==> src/rtl/cla_addsub.sv <==
module cla_addsub #(
  parameter int W = 13
) (
  input  logic [W-1:0] a,
  input  logic [W-1:0] b,
  input  logic         sub,
  output logic [W-1:0] result,
  output logic         carry_out,
  output logic         overflow
);

  logic [W-1:0]        bx, g, p;
  logic [W:0]          c;
  logic [W:0]          ge;
  logic [W:0]          pe;
  logic [W-1:0][W:0]   term;

  assign c[0]  = sub;
  assign ge[0] = sub;
  assign pe[0] = 1'b0;

  for (genvar i = 0; i < W; i++) begin : g_bit
    xor u_inv (bx[i], b[i], sub);
    and u_gen (g[i], a[i], bx[i]);
    xor u_prop (p[i], a[i], bx[i]);
    xor u_sum (result[i], p[i], c[i]);
    assign ge[i+1] = g[i];
    assign pe[i+1] = p[i];
  end

  for (genvar i = 0; i < W; i++) begin : g_carry
    for (genvar k = 0; k <= W; k++) begin : g_term
      if (k == i + 1) begin : g_own
        assign term[i][k] = ge[k];
      end else if (k <= i) begin : g_chain
        assign term[i][k] = ge[k] & (&pe[i+1:k+1]);
      end else begin : g_none
        assign term[i][k] = 1'b0;
      end
    end
    assign c[i+1] = |term[i];
  end

  assign carry_out = c[W];
  xor u_ovf (overflow, c[W], c[W-1]);

endmodule

==> config.mk <==
export PLATFORM = sky130hd
export DESIGN_NAME = cla_addsub
export DESIGN_NICKNAME = d
export VERILOG_FILES = /design/src/rtl/cla_addsub.sv
export SDC_FILE = /design/constraint.sdc
export NUM_CORES = 1
export LEC_CHECK = 0
export BUFFER_PORTS_ARGS = -buffer_cell sky130_fd_sc_hd__buf_2
export CORE_MARGIN = 2
export CORE_UTILIZATION = 41
export DETAILED_ROUTE_END_ITERATION = 8
export PLACE_DENSITY = 0.81
export SETUP_SLACK_MARGIN = 0.3
export SLEW_MARGIN = 10
export SYNTH_ARGS = -nofsm -noshare
export SYNTH_HDL_FRONTEND = slang
export SYNTH_SLANG_ARGS = --single-unit
==> constraint.sdc <==
create_clock -name vclk -period 3.4
set_input_delay 0.68 -clock vclk [all_inputs]
set_output_delay 0.68 -clock vclk [all_outputs]
set_load 0.02 [all_outputs]
# ---- Word-level counts from Yosys, hierarchy flattened
# Index checks and enable logic that the tools add are counted.
dict set report classes {
  bitwise_logic 144
  n_reduce_logical 91
}
# cell n
set ops {}
lappend ops {{1-bit bitwise AND} 104}
lappend ops {{7-bit AND reduction} 7}
lappend ops {{6-bit AND reduction} 8}
lappend ops {{8-bit AND reduction} 6}
lappend ops {{5-bit AND reduction} 9}
lappend ops {{9-bit AND reduction} 5}
lappend ops {{10-bit AND reduction} 4}
lappend ops {{4-bit AND reduction} 10}
lappend ops {{1-bit bitwise XOR} 40}
lappend ops {{11-bit AND reduction} 3}
lappend ops {{3-bit AND reduction} 11}
lappend ops {{12-bit AND reduction} 2}
lappend ops {{2-bit AND reduction} 12}
lappend ops {{14-bit OR reduction} 1}
lappend ops {{13-bit AND reduction} 1}
lappend ops {{13-bit OR reduction} 1}
lappend ops {{12-bit OR reduction} 1}
lappend ops {{11-bit OR reduction} 1}
lappend ops {{10-bit OR reduction} 1}
lappend ops {{9-bit OR reduction} 1}
lappend ops {{8-bit OR reduction} 1}
lappend ops {{7-bit OR reduction} 1}
lappend ops {{6-bit OR reduction} 1}
lappend ops {{5-bit OR reduction} 1}
lappend ops {{other kinds (3)} 3}
dict set report word_totals {
  ff_bits 0
  inputBits 27
  out_inout_bits 15
  elab_cells 235
}

# ---- Logic depth before layout (Yosys ltp)
dict set report depth {
  word_depth 6
  mapped_depth 9
}

# ---- Least setup slack after synthesis
# OpenSTA, ideal clock, no wires.
dict set report synth_path {
  path_type {input to output}
  from {in sub}
  to {out result[12]}
  arrival_ns 2.832
  t_required_ns 2.720
  setup_slack_ns -0.112
  stages 9
  cell_sequence {buf_2 buf_2 xor2_1 ha_1 a211o_1 a21oi_4 o21bai_2 a221o_2 xor2_1}
}
dict set report synth_between {
  elab_chain_len 6
  word_cells_on_any_way 63
  classes_between {bitwise: 51; reduce/logical: 12}
}
# item line
set synth_rtl {}
lappend synth_rtl {{start: declaration} 6} ;# input logic sub,
lappend synth_rtl {{1-bit bitwise XOR} 23} ;# xor u_inv (bx[i], b[i], sub);
lappend synth_rtl {{1-bit bitwise XOR} 25} ;# xor u_prop (p[i], a[i], bx[i]);
lappend synth_rtl {{12-bit AND reduction (tied with other cells)} 36} ;# assign term[i][k] = ge[k] & (&pe[i+1:k+1]);
lappend synth_rtl {{1-bit bitwise AND} 36}
lappend synth_rtl {{13-bit OR reduction} 41} ;# assign c[i+1] = |term[i];
lappend synth_rtl {{1-bit bitwise XOR (*)} 26} ;# xor u_sum (result[i], p[i], c[i]);
lappend synth_rtl {{end: declaration} 7} ;# output logic [W-1:0] result,
# Mark *: on every way between the ends. The rest lies on a longest branch, timed or not.

# ---- Worst setup path in the final report
dict set report layout_path {
  from {in sub}
  to {out overflow}
}
dict set report layout_between {
  elab_chain_len 6
  word_cells_on_any_way 90
  classes_between {bitwise: 65; reduce/logical: 25}
}
# item line
set layout_rtl {}
lappend layout_rtl {{1-bit bitwise XOR} 23}
lappend layout_rtl {{1-bit bitwise XOR} 25}
lappend layout_rtl {{13-bit AND reduction (tied with other cells)} 36}
lappend layout_rtl {{1-bit bitwise AND} 36}
lappend layout_rtl {{14-bit OR reduction or 13-bit OR reduction (tied branches)} 41}
lappend layout_rtl {{1-bit bitwise XOR (*)} 45} ;# xor u_ovf (overflow, c[W], c[W-1]);
lappend layout_rtl {{end: declaration} 9} ;# output logic overflow
# Marks and branches as above.

==> flow_summary.yaml <==
layout:
  drive_above_1_share_pct: 66.5
  synthToLayoutAreaGrowth_pct: 112
  nets: 197
  mostFrequentLayoutCells: "buf_2 (30), buf_4 (27), buf_6 (15), xor2_1 (12), ha_1 (10)"
  seqCellArea_sq_um: 0
  seq_cells: 0
  n_clock_buffer: 0
  antenna_cells: 0
  fillers: 59
  mostFrequentLayoutCell: "buf_2"
  post-route-util_pct: 92.9
power:
  peakVddDrop_mv: 0.242
  powerDensity_mw_per_mm2: 359
  leakage_nw: 0.712
placed_design:
  place_ws_ns: -0.148
  dpl.hpwl_um: 1500
  routabilityCongestion: 0.763
  place.port_buffers: 42
worst_setup_path:
  crit_buf_inv: 3
  required_ns: 2.72
  worst-path-max-fanout: 7
  cp_slowest_stage_delay_ns: 0.43
  cp_slowest_cell: "a221o_2"
  endpoint_kind: "output port"
  path_delay_family: "compound AO/OA/AOI/OAI gates"
  arrival_ns: 2.77
  path_cells: "buf_12 > buf_4 > xor2_1 > ha_1 > o21a_1 > a21oi_4 > o21bai_2 > a221o_2 > mux2_4 > buf_6"
  cp-start-kind: "input port"
  path_class: "input port to output port"
detailed_routing:
  drtIter0Drc: 31
  remaining_drc_errors: 0
  first_pass_iters: 4
  routed_wl_um: 3660
  via_per_inst: 5.99
  vias: 1025
  wire_per_inst_um: 21.4
  antenna_left: 0
synthesis:
  synth_xor_area_share_pct: 28.8
  yosysSeqAreaShare_pct: 0
  synthesis.instances: 82
  syn_area_sq_um: 668
  synth_compound_area_share_pct: 27.2
  ys_types: 30
  synth_top_family_by_area: "XOR/XNOR gates"
  yosys_warnings: 0
  synth-simple-area-share_pct: 11.6
  yosys.area_share.adder_pct: 24.3
  syn_nets: 122
  syn_area_per_cell_sq_um: 8.15
  synthMuxAreaShare_pct: 3.75
sta:
  grt_setup_unrepaired: "true"
  worstMarginPinSlew_ns: 0.384
  finalWorstSetupSlack_ns: -0.0515
  fmax_mhz: 290
  max-slew-margin-rel_pct: 74.1
  hold_viol_final: 0
  slew_viol_final: 0
  timing.final.crit_share_pct: 102
  period_minus_slack_ns: 3.45
  setup-violations-final: 3
global_routing:
  antenna_found_initial: 0
  overflow: 0
  grt_max_degree: 8
  grt_pass1_vias: 828
  grtUsageTotal_pct: 23.2
  grt_pass1_wl_um: 3510
run_status:
  violations: "negative setup slack"
  status: "finished, violations left"
floorplanning:
  coreArea_sq_mm: 0.00152
  start_util_pct: 43.8
  rows: 14
  die_w_um: 44.4
  io_pins: 42
  die_h_um: 44.4
  dieArea_sq_mm: 0.00197
hold_path:
  hp-class: "input port to output port"
flow_run:
  cap_violations: 0
clock_network:
  hold_buffers: 0
==> repair_timing <==
action,4_1_cts,5_1_grt
gates resized for setup,20,30
pin swaps,18,23
gates cloned,1,0
endpoints found under the setup margin,11,10
buffers inserted,6,6
==> stage by stage <==
stage / hold WS [ns] / setup TNS (ns) / cell area [sq um] / std cells / power [mW]
2_1_floorplan: 1.63 / 0 / 727 / 82 / 0.233
3_3_place_gp: 1.79 / -0.175 / 1070 / 158 / 0.345
5_1_grt: 1.84 / -0.245 / 1420 / 171 / 0.530
4_1_cts: 1.80 / 0 / 1230 / 165 / 0.406
6_report: 1.80 / -0.111 / 1420 / 171 / 0.508
3_5_place_dp: 1.80 / -0.390 / 1070 / 158 / 0.353
==> power by group <==
group | internal (mW) | total [mW] | switching, mW
clock network | 0 | 0 | 0
logic | 0.251 | 0.508 | 0.257
registers | 0 | 0 | 0
total | 0.251 | 0.508 | 0.257
==> kinds of logic (layout without fill, tap and decap cells) <==
group	after synthesis	count (layout)
mux	2	2
compound gates	23	23
fa+ha+maj	13	13
xor+xnor	22	22
buf+inv	7	80
simple gates	15	15
==> area by class of cell <==
type                            instances  area, sq um  area share (%)
Inverter                                5         18.8            1.33
Tap cell                               16         20.0            1.41
Multi-Input combinational cell         75          787            55.6
Timing Repair Buffer                   75          589            41.6
==> final timing paths <==
kind	startpoint	endpoint	slack [ns]	depth (start not counted)
hold / removal	a[0]	result[1]	1.80	4
setup / recovery	sub	overflow	-0.05	10
==> cells in the mapped netlist, types with 2 or more instances <==
| library cell | number | area, sq um |
|---|---|---|
| nor2_1 | 5 | 18.8 |
| buf_2 | 2 | 10.0 |
| a31oi_1 | 3 | 18.8 |
| a21oi_1 | 2 | 10.0 |
| nand4_1 | 2 | 12.5 |
| xnor2_1 | 6 | 52.6 |
| o211ai_1 | 2 | 15.0 |
| nand2_1 | 3 | 11.3 |
| ha_1 | 13 | 163 |
| o21a_1 | 2 | 15.0 |
| inv_1 | 5 | 18.8 |
| xor2_1 | 16 | 140 |
| o21ai_1 | 2 | 10.0 |
| a21oi_2 | 3 | 26.3 |
==> metal layers <==
layer	routed length (um)	vias to the layer above	track usage, %
li1	-	442	-
met1	1200	472	26.3
met2	1930	90	47.6
met3	332	21	1.63
met4	191	0	1.82
met5	0	-	0
Power figures use the tool's default switching activity.
